`config.mk`:
```
export PLATFORM = sky130hd
export DESIGN_NAME = stkptr_unit
export DESIGN_NICKNAME = d
export VERILOG_FILES = /design/src/rtl/stkptr_pkg.sv /design/src/rtl/stkptr_opdec.sv /design/src/rtl/stkptr_ioport.sv /design/src/rtl/stkptr_core.sv /design/src/rtl/stkptr_unit.sv
export SDC_FILE = /design/constraint.sdc
export NUM_CORES = 1
export LEC_CHECK = 0
export ABC_AREA = 1
export BUFFER_PORTS_ARGS = -buffer_cell sky130_fd_sc_hd__buf_2
export CORE_MARGIN = 8
export CORE_UTILIZATION = 60
export CTS_CLUSTER_SIZE = 20
export DETAILED_ROUTE_END_ITERATION = 16
export GPL_ROUTABILITY_DRIVEN = 0
export PLACE_DENSITY_LB_ADDON = 0.2
export SYNTH_ARGS = -nofsm -noshare
export SYNTH_HDL_FRONTEND = slang
export SYNTH_SLANG_ARGS = --single-unit
```
`constraint.sdc`:
```
create_clock -name clk -period 2.8 [get_ports clk]
set_clock_uncertainty 0.15 [all_clocks]
set_input_delay 0.42 -clock clk [delete_from_list [all_inputs] [get_ports clk]]
set_output_delay 0.42 -clock clk [all_outputs]
set_load 0.02 [all_outputs]
```
`src/rtl/stkptr_pkg.sv`:
```
package stkptr_pkg;

  typedef enum logic [2:0] {
    SP_IDLE  = 3'd0,
    SP_PUSH1 = 3'd1,
    SP_POP1  = 3'd2,
    SP_PUSH2 = 3'd3,
    SP_POP2  = 3'd4
  } sp_op_e;

  // Next pointer value for an operation, wrapped to the implemented width
  function automatic logic [15:0] sp_step(input logic [15:0] sp,
                                          input sp_op_e op,
                                          input logic [15:0] mask);
    logic [15:0] nxt;
    case (op)
      SP_PUSH1: nxt = sp - 16'd1;
      SP_POP1:  nxt = sp + 16'd1;
      SP_PUSH2: nxt = sp - 16'd2;
      SP_POP2:  nxt = sp + 16'd2;
      default:  nxt = sp;
    endcase
    return nxt & mask;
  endfunction

  // Memory address touched this cycle: post-decrement push, pre-increment pop
  function automatic logic [15:0] sp_access(input logic [15:0] sp,
                                            input sp_op_e op,
                                            input logic [15:0] mask);
    logic [15:0] a;
    case (op)
      SP_POP1, SP_POP2: a = (sp + 16'd1) & mask;
      default:          a = sp;
    endcase
    return a;
  endfunction

endpackage

```
`src/rtl/stkptr_opdec.sv`:
```
module stkptr_opdec
  import stkptr_pkg::*;
(
  input  logic   push1,
  input  logic   pop1,
  input  logic   push2,
  input  logic   pop2,
  output sp_op_e op,
  output logic   multi
);

  logic [3:0] strobes;
  assign strobes = {pop2, push2, pop1, push1};
  assign multi   = ($countones(strobes) > 1);

  always_comb begin
    case (strobes)
      4'b0001: op = SP_PUSH1;
      4'b0010: op = SP_POP1;
      4'b0100: op = SP_PUSH2;
      4'b1000: op = SP_POP2;
      default: op = SP_IDLE;
    endcase
  end

endmodule

```
`src/rtl/stkptr_ioport.sv`:
```
module stkptr_ioport #(
  parameter int          ADDR_W  = 6,
  parameter logic [5:0]  LO_ADDR = 6'h2C,
  parameter logic [5:0]  HI_ADDR = 6'h2D,
  parameter bit          HAS_HI  = 1'b1
) (
  input  logic [ADDR_W-1:0] io_addr,
  input  logic              io_rd,
  input  logic              io_wr,
  input  logic [15:0]       ptr,
  output logic              wr_lo,
  output logic              wr_hi,
  output logic [7:0]        rdata
);

  logic lo_sel;
  logic hi_sel;

  assign lo_sel = (io_addr == LO_ADDR[ADDR_W-1:0]);

  generate
    if (HAS_HI) begin : g_hi
      assign hi_sel = (io_addr == HI_ADDR[ADDR_W-1:0]);
    end else begin : g_no_hi
      assign hi_sel = 1'b0;
    end
  endgenerate

  assign wr_lo = io_wr & lo_sel;
  assign wr_hi = io_wr & hi_sel;

  always_comb begin
    rdata = 8'h00;
    if (io_rd && lo_sel)      rdata = ptr[7:0];
    else if (io_rd && hi_sel) rdata = ptr[15:8];
  end

endmodule

```
`src/rtl/stkptr_core.sv`:
```
module stkptr_core
  import stkptr_pkg::*;
#(
  parameter logic [15:0] PTR_MASK = 16'h0FFF
) (
  input  logic        clk,
  input  logic        rst_n,
  input  logic        wr_lo,
  input  logic        wr_hi,
  input  logic [7:0]  wdata,
  input  sp_op_e      op,
  output logic [15:0] ptr_q
);

  always_ff @(posedge clk or negedge rst_n) begin
    if (!rst_n) begin
      ptr_q <= 16'h0000;
    end else if (wr_lo) begin
      ptr_q <= {ptr_q[15:8], wdata} & PTR_MASK;
    end else if (wr_hi) begin
      ptr_q <= {wdata, ptr_q[7:0]} & PTR_MASK;
    end else if (op != SP_IDLE) begin
      ptr_q <= sp_step(ptr_q, op, PTR_MASK);
    end
  end

endmodule

```
`src/rtl/stkptr_unit.sv`:
```
module stkptr_unit
  import stkptr_pkg::*;
#(
  parameter int          PTR_W     = 12,
  parameter bit          HAS_HI    = 1'b1,
  parameter logic [5:0]  LO_ADDR   = 6'h2C,
  parameter logic [5:0]  HI_ADDR   = 6'h2D,
  parameter logic [15:0] LOW_LIMIT = 16'h0060
) (
  input  logic        clk,
  input  logic        rst_n,
  input  logic [5:0]  io_addr,
  input  logic        io_rd,
  input  logic        io_wr,
  input  logic [7:0]  io_wdata,
  output logic [7:0]  io_rdata,
  input  logic        op_push1,
  input  logic        op_pop1,
  input  logic        op_push2,
  input  logic        op_pop2,
  output logic [15:0] stk_addr,
  output logic        low_warn
);

  localparam int IMPL_W = HAS_HI ? PTR_W : ((PTR_W > 8) ? 8 : PTR_W);
  localparam logic [15:0] PTR_MASK = 16'((32'd1 << IMPL_W) - 32'd1);

  sp_op_e      op;
  logic        multi_op;
  logic        wr_lo;
  logic        wr_hi;
  logic        io_wr_hit;
  logic        step_en;
  logic [15:0] ptr_q;

  stkptr_opdec u_opdec (
    .push1 (op_push1),
    .pop1  (op_pop1),
    .push2 (op_push2),
    .pop2  (op_pop2),
    .op    (op),
    .multi (multi_op)
  );

  stkptr_ioport #(
    .ADDR_W  (6),
    .LO_ADDR (LO_ADDR),
    .HI_ADDR (HI_ADDR),
    .HAS_HI  (HAS_HI)
  ) u_io (
    .io_addr (io_addr),
    .io_rd   (io_rd),
    .io_wr   (io_wr),
    .ptr     (ptr_q),
    .wr_lo   (wr_lo),
    .wr_hi   (wr_hi),
    .rdata   (io_rdata)
  );

  stkptr_core #(
    .PTR_MASK (PTR_MASK)
  ) u_core (
    .clk   (clk),
    .rst_n (rst_n),
    .wr_lo (wr_lo),
    .wr_hi (wr_hi),
    .wdata (io_wdata),
    .op    (op),
    .ptr_q (ptr_q)
  );

  // Named events for the checker
  assign io_wr_hit = wr_lo | wr_hi;
  assign step_en   = (op != SP_IDLE) & ~io_wr_hit;

  assign stk_addr = sp_access(ptr_q, op, PTR_MASK);
  assign low_warn = (ptr_q <= LOW_LIMIT);

endmodule

```
== Word-level counts from Yosys, hierarchy flattened ==
Cells that the tools add are included.
Cells by class
  add/subtract/negate cells: 4
  order comparisons: 1
  equality and inequality tests: 11
  multiplexer cells: 8
  bitwise operators: 3
  reductions and logical operators: 11
Operators by type and width (count)
  $mux 16: 4
  $pmux 12 s4: 1
  $le 16x7->1 const B: 1
  $mux 8: 2
  $add 12x1->12 const B: 1
  $add 12x2->12 const B: 1
  $eq 6x6->1 const B: 2
  $pmux 3 s4: 1
  $sub 12x1->12 const B: 1
  $sub 12x2->12 const B: 1
  $reduce_bool 5->1: 2
  $eq 3x2->1 const B: 2
  $reduce_and 3->1: 2
  $reduce_bool 3->1: 2
  $eq 4x1->1 const B: 1
  $eq 4x2->1 const B: 1
  $eq 4x3->1 const B: 1
  $eq 4x4->1 const B: 1
  $reduce_bool 2->1: 2
  $eq 3x1->1 const B: 1
  $eq 3x3->1 const B: 1
  $and 1x1->1: 2
  $logic_and 1x1->1: 2
  $ne 2x1->1 const B: 1
  other kinds (2): 2
Storage, ports and cells
  register bits after elaboration: 16
  word-level logic and storage cells: 41

== Logic depth before layout (Yosys ltp) ==
Gate-level depths: netlist of run 1.
  word-level depth: 7
  mapped depth: 15
  mapped depth without buffers: 15

== By module ==
Synthesis of run 1 repeated with hierarchy kept, for this count alone.
Second synthesis, totals
  cell total of the unflattened synthesis: 491
  area total of the unflattened synthesis: 2755.1 um^2
By module, submodules not included
  stkptr_core: times used 1, cells an instance 331, area an instance 1934.4 um^2, seq. area each 300.3 um^2
  stkptr_unit: times used 1, cells an instance 96, area an instance 479.2 um^2, seq. area each 0.0 um^2
  stkptr_ioport: times used 1, cells an instance 47, area an instance 232.7 um^2, seq. area each 0.0 um^2
  stkptr_opdec: times used 1, cells an instance 17, area an instance 108.9 um^2, seq. area each 0.0 um^2

== Worst setup path after synthesis of run 1 ==
No wires, ideal clock.
  path type: input to register
  start point: in op_pop1
  end point: reg u_core.ptr_q[7]
  arrival: 1.955 ns
  data required time: 2.526 ns
  path slack: 0.571 ns
  cell stages on the path: 10
  path buffers: 0
  cells stage by stage: nor2_2 nand2_1 ha_1 or2_2 nand3_1 nand3b_1 nand3_1 nand3_1 nand2_1 nand3_1
Between the ends
  word-level cells in the longest chain between the ends: 7
  elaborated cells on any way between the ends: 17
Ends and longest elaborated chain
  start, declared: line stkptr_unit.sv:18  | input logic op_pop1,
  $eq 4x4->1 (tied with other cells): line stkptr_opdec.sv:17  | case (strobes)
  $pmux 3 s4 (*): line stkptr_opdec.sv:17
  $eq 3x3->1 (tied with other cells): line stkptr_pkg.sv:16  | case (op)
  $pmux 12 s4: line stkptr_pkg.sv:16
  $mux 16: line stkptr_core.sv:22  | end else if (op != SP_IDLE) begin
  $mux 16: line stkptr_core.sv:20  | end else if (wr_hi) begin
  $mux 16: line stkptr_core.sv:18  | end else if (wr_lo) begin
  end signal, assigned: line stkptr_core.sv:19  | ptr_q <= {ptr_q[15:8], wdata} & PTR_MASK;
  end signal, assigned: line stkptr_core.sv:21  | ptr_q <= {wdata, ptr_q[7:0]} & PTR_MASK;
  end signal, assigned: line stkptr_core.sv:23  | ptr_q <= sp_step(ptr_q, op, PTR_MASK);
  end, declared: line stkptr_core.sv:12  | output logic [15:0] ptr_q
Mark *: on every way between the ends. The rest lies on a longest branch, timed or not. The select of a mux whose other input is x is not followed.
A chain may end at the register's enable or synchronous reset.

== Worst setup path after layout of run 1 ==
  start point: reg u_core.ptr_q[1]
  end point: out stk_addr[6]
Between the ends
  word-level cells in the longest chain between the ends: 2
Ends and longest elaborated chain
  $add 12x1->12: line stkptr_pkg.sv:32  | SP_POP1, SP_POP2: a = (sp + 16'd1) & mask;
  $mux 16: line stkptr_pkg.sv:31  | case (op)
  end, declared: line stkptr_unit.sv:21  | output logic [15:0] stk_addr,
Every way passes these cells.

==> run metrics, run 1 <==
Layout area overhead=12.9%; CP Max Fanout=8; combinational power share=0.734; max-capacitance violation count=0; Reg with most FFs=u_core.ptr_q; largest cells by area after synthesis=nand2_1 22%, dfrtp_1 14%, nand3_1 13%; Starting Density=0.613; Ant. Diodes=0; power per cell area=1010 nW/um2; Avg Synthesized Cell Area=5.59 um2; Pint=0.00102 W; Reg2Reg Depth=9; maximum root-to-sink buffer count=2; Highest Clock Rate=0.395 GHz; worst r2r src=u_core.ptr_q[2]; ratio of cells with drive above 1 in the final layout=0.177; WL final=6700 um; DR iter-0 viols=296; io pins=47; total power=0.00251 W; Detailed Place HPWL=5350 um; Reg power frac=0.189; top flop regs=u_core.ptr_q (12); Leak Pwr=1.40 nW; share of the synthesized area in the top cell type=0.217; EDFF count, synth=0; final worst-path cycle share=0.905; Hold Crit Start=io_wdata[4]; RSZ-0062 raised after global routing=no; fraction of power consumed by the clock network=0.077; Psw=0.00149 W; Core ar.=3610 um2; top_reg_cell synth=dfrtp_1; HP Class=in2reg; post-synthesis cell area=2210 um2; Worst Hold End=u_core.ptr_q[4]; row cnt=22; Mapped Cells=395; Slew Viols, Final=0; top-count cell post-synth=nand2_1; via count=2737; vias in the first global route=2420; GR Util All Layers=0.222; WS Path Type=reg2out; Nets=471; Hold Path Depth=3; die area=5880 um2; final hold violation count=0; Hold WS=0.241 ns; register area share after synthesis=0.136; latest clock arrival within the worst-skew pair=0.24 ns; Avg WL per Cell=13.9 um; postcts setup bufs=0; Sum Neg Setup Slack=0 ns; Arrival @ worst endpoint=1.96 ns; chip height=76.7 um; most frequent cells after synthesis=128 x nand2_1, 57 x nand3_1, 47 x nor2_1, 35 x inv_1; initial antenna violation count=0; synth unique cells=37; Synth Register Bits=12; DRC Markers=0; Reg-to-Reg End=u_core.ptr_q[9]; ANT nets after route=0; port buffer count=42; Async S/R FF share, synth=1.00; CTS Sinks=12; setup violators final=0; CTS tree=yes; area leader, netlist=nand2_1; H-tree levels=1; minimum clock period=2.53 ns; Critical Path Start Type=flip-flop; global-route wire length before repair=11200 um; vias per inst=5.67; total CTS buffers=3; Syn. warnings=0; grt total ovfl=0; clock transition at the registers of the reported paths=0.05 ns; outcome=finished clean; Largest register FFs=12; R2R Setup Slk=0.68 ns; CP Capture Type=output port; TritonRoute pass-1 iters=5; clk root buf=clkbuf_8; sw frac=0.593; Max VDD drop=0.483 mV; DIE WIDTH=76.7 um; largest net degree at the start of global routing=24; Critical Path RT=2.23 ns
through the flow:
step                 util  std cells  setup slack, ns  cell area (um2)
floorplan               -        398            0.571             2220
global placement    0.674        478            0.182             2430
detailed placement  0.674        478            0.188             2430
CTS                 0.692        483            0.273             2490
global route        0.692        483           0.0939             2490
finish              0.692        483            0.265             2490
how the worst max path moves through the flow:
stage	slack (ns)	depth (start not counted)	start	endpoint
final	0.27	8	u_core.ptr_q[1]	stk_addr[6]
after floorplan	0.57	10	op_pop1	u_core.ptr_q[7]
after detailed placement	0.19	12	op_pop1	u_core.ptr_q[9]
after global placement	0.18	11	op_pop1	u_core.ptr_q[7]
after global routing	0.09	8	u_core.ptr_q[1]	stk_addr[6]
after CTS	0.27	8	u_core.ptr_q[1]	stk_addr[6]
cells by family (layout without fill, tap and decap cells):
family	count (synthesis)	count (layout)	share of synthesized area
fa+ha+maj	13	13	0.0770
flops	12	12	0.136
other cells	1	4	0.00170
buf+inv	57	94	0.110
compound gates	43	43	0.110
simple gates	262	262	0.537
xor+xnor	7	7	0.0277
critical path, cell delays in order, from the launching register on:
cell and delay [ns]:
dfrtp_1 0.57, ha_1 0.26, nand2_1 0.15, nor2_8 0.20, inv_2 0.06, o21ai_1 0.15
nand3_1 0.08, o21ai_0 0.07, buf_2 0.18
power groups by stage:
| stage | Sequential, W | Combinational, W | Clock (W) |
|---|---|---|---|
| 2_1_floorplan | 0.000349 | 0.00149 | 0 |
| 3_3_place_gp | 0.000468 | 0.00177 | 0 |
| 3_5_place_dp | 0.000466 | 0.00179 | 0 |
| 4_1_cts | 0.000463 | 0.00181 | 0.000194 |
| 5_1_grt | 0.000484 | 0.00207 | 0.000202 |
| 6_report | 0.000476 | 0.00184 | 0.000193 |
layout make-up:
| class | instances | area, um2 |
|---|---|---|
| Inverter | 46 | 175 |
| Clock buffer | 4 | 55.1 |
| Multi-Input combinational cell | 329 | 1680 |
| Timing Repair Buffer | 44 | 228 |
| Fill cell | 358 | 1110 |
| Tap cell | 48 | 60.1 |
| Sequential cell | 12 | 300 |
what timing repair did:
item                                   4_1_cts  5_1_grt
hold buffers                                 1        0
gates resized for setup                      0        0
endpoints found under the hold margin       12        0
setup endpoints to repair                    0        0
cell usage in the layout, fill, tap and decap left out, drive strengths merged, types with 6 or more instances in the layout:
master	count
nand2	134
nand3	58
nor2	53
inv	46
buf	43
o21ai	20
a21oi	14
ha	12
dfrtp	12
nand4	9
xor2	6
metal layers:
metal  track usage  up-vias  wire length, um
met5             0        -                0
met4        0.0442        0               97
met3        0.0396       10              538
met2         0.362      157             2980
met1         0.298     1206             3090
li1              -     1364                -
(Power assumes the default switching activity.)
==> run 2: changes to the inputs <==
--- a/config.mk
+++ b/config.mk
@@ -8,7 +8,7 @@
 export ABC_AREA = 1
 export BUFFER_PORTS_ARGS = -buffer_cell sky130_fd_sc_hd__buf_2
 export CORE_MARGIN = 8
-export CORE_UTILIZATION = 60
+export CORE_UTILIZATION = 30
 export CTS_CLUSTER_SIZE = 20
 export DETAILED_ROUTE_END_ITERATION = 16
 export GPL_ROUTABILITY_DRIVEN = 0
==> run 2 against run 1 <==
Against the previous run:
- power shrank 0.12%
- register-to-register slack is essentially flat
- first-iteration DRC count shrank 53%
- wire length grew 11%
- combinational power is essentially flat
- core utilization shrank 33 points
- clock-buffer cell count is the same
- cell count grew 11%
- sequential share of layout area shrank 0.33 points
- hold slack gained 0.019 ns
- setup slack lost 0.048 ns
- clock power is essentially flat
- critical endpoint unchanged
- largest cell class unchanged
==> run metrics, run 2 (synthesis results as in run 1) <==
outcome=finished clean; vias in the first global route=2469 (+2.0%); CTS tree=yes; GR Util All Layers=0.149 (-0.0737); vias per inst=4.90 (-14%); io pins=47 (unchanged); Arrival @ worst endpoint=2.01 ns (+0.05 ns); die area=10400 um2 (+76%); Avg WL per Cell=14.0 um (+0.57%); row cnt=31 (+41%); ANT nets after route=0 (unchanged); clock transition at the registers of the reported paths=0.05 ns (about the same); CP max stage cell=dfrtp_1; Worst Hold End=u_core.ptr_q[5]; Ant. Diodes=0 (unchanged); met2 usage=0.234 (-0.128); Hold Path Depth=3 (unchanged); final hold violation count=0 (unchanged); grt met1 use=0.213 (-0.0849); post-layout util=0.358 (-0.334); top flop regs=u_core.ptr_q (12); Leak Pwr=1.40 nW (+0.37%); max-capacitance violation count=0 (unchanged); Largest register FFs=12 (unchanged); Max VDD drop=0.293 mV (-39%); CP Capture Type=output port; Multi-input gate area=1680 um2 (unchanged); Hold Crit Start=io_wdata[5]; DR iter-0 viols=140 (-53%); FF/Latch Area=300 um2 (unchanged); largest net degree at the start of global routing=24 (unchanged); Critical Path Start Type=flip-flop; DRC Markers=0 (unchanged); CP Max Fanout=8 (unchanged); commonest non-fill, non-tap cells in the layout=128 x nand2_1, 57 x nand3_1, 47 x nor2_1, 42 x buf_2, 35 x inv_1; power per cell area=978 nW/um2 (-2.9%); postcts setup bufs=0 (unchanged); CTS Hold Bufs=1 (unchanged); Highest Clock Rate=0.387 GHz (-1.9%); delay-heaviest family, CP=flip-flops; critical path buffer and inverter count=2 (unchanged); cell breakdown of the critical path=ha_1 -> nand2_1 -> nor2_8 -> inv_2 -> o21ai_1 -> nand3_1 -> o21ai_0 -> buf_2; latest clock arrival within the worst-skew pair=0.24 ns (about the same); GR peak layer=met2; Reg2Reg Depth=12 (+3); setup violators final=0 (unchanged); ratio of cells with drive above 1 in the final layout=0.179 (+0.00189); chip height=102 um (+33%); DIE WIDTH=102 um (+33%); worst r2r src=u_core.ptr_q[1]; Core ar.=7180 um2 (+99%); slowest stage delay, CP=0.59 ns (+0.02 ns); RSZ-0062 raised after global routing=no; total CTS buffers=3 (unchanged); minimum clock period=2.58 ns (+0.0479 ns); TritonRoute pass-1 iters=5 (unchanged); Starting Density=0.308 (-0.305); WS Path Type=reg2out; Post-CTS Resized=0 (unchanged); Reg-to-Reg End=u_core.ptr_q[10]; Critical Path RT=2.23 ns (about the same); FILL cells=837 (+130%); Layout area overhead=16.1%; initial antenna violation count=0 (unchanged); clk root buf=clkbuf_8; CTS Sinks=12 (unchanged); Sum Neg Setup Slack=0 ns (unchanged); global-route wire length before repair=12300 um (+10%); commonest non-fill, non-tap cell in the layout=nand2_1; Reg with most FFs=u_core.ptr_q; M3 GR Usage=0.0245 (-0.0151); R2R Setup Slk=0.68 ns (about the same); final worst-path cycle share=0.922 (+0.0171); WL final=7470 um (+11%); H-tree levels=1 (unchanged); Detailed Place HPWL=6220 um (+16%); total power=0.00251 W (-0.12%); Nets=472 (+0.21%); port buffer count=42 (unchanged); HP Class=in2reg; Slew Viols, Final=0 (unchanged); maximum root-to-sink buffer count=2 (unchanged); grt total ovfl=0 (unchanged); via count=2622 (-4.2%)
[run 2: layout make-up]
type,instances,share of cell area
clock buffer,4,0.0215
inverter,46,0.0683
multi-input combinational,329,0.653
sequential,12,0.117
tap,99,0.0483
timing repair buffer,45,0.0917
[run 2: per-stage QoR]
| step | cell area [um2] | hold WS, ns | worst slack, ns | cells |
|---|---|---|---|---|
| after floorplan | 2220 | -0.0256 | 0.571 | 398 |
| after global placement | 2500 | 0.174 | 0.185 | 530 |
| after CTS | 2570 | 0.253 | 0.193 | 535 |
| final | 2570 | 0.260 | 0.217 | 535 |
| after global routing | 2570 | 0.271 | 0.0229 | 535 |
| after detailed placement | 2500 | 0.172 | 0.166 | 530 |
[run 2: worst reg2reg max path, stage by stage (launching register included)]
cell	delay, ns
dfrtp_1	0.59
ha_1	0.26
nand2_1	0.15
nor2_8	0.21
nand3_1	0.08
nand2_1	0.06
nand2_1	0.07
nand2_1	0.07
nand2_1	0.05
nor2_1	0.15
nand2_1	0.07
nand2_1	0.06
nand2_1	0.04
[run 2: worst max path at each step]
| stage | start | endpoint | slack, ns | cells past startpoint |
|---|---|---|---|---|
| final | u_core.ptr_q[1] | stk_addr[6] | 0.22 | 8 |
| after global routing | u_core.ptr_q[1] | stk_addr[6] | 0.02 | 8 |
| after CTS | u_core.ptr_q[1] | stk_addr[6] | 0.19 | 8 |
| after detailed placement | op_pop2 | u_core.ptr_q[9] | 0.17 | 12 |
| after global placement | op_pop2 | u_core.ptr_q[9] | 0.18 | 13 |
| after floorplan | op_pop1 | u_core.ptr_q[7] | 0.57 | 10 |
[run 2: power by group]
group	switching [W]	total (W)	internal, W
combinational	0.00119	0.00184	0.000647
sequential	0.000230	0.000481	0.000250
clock	0.0000680	0.000192	0.000124
[run 2: routing by layer]
| metal | up-vias | share of wire |
|---|---|---|
| met5 | - | 0 |
| met4 | 0 | 0.0052 |
| met3 | 4 | 0.076 |
| met2 | 85 | 0.43 |
| met1 | 1172 | 0.48 |
| li1 | 1361 | - |
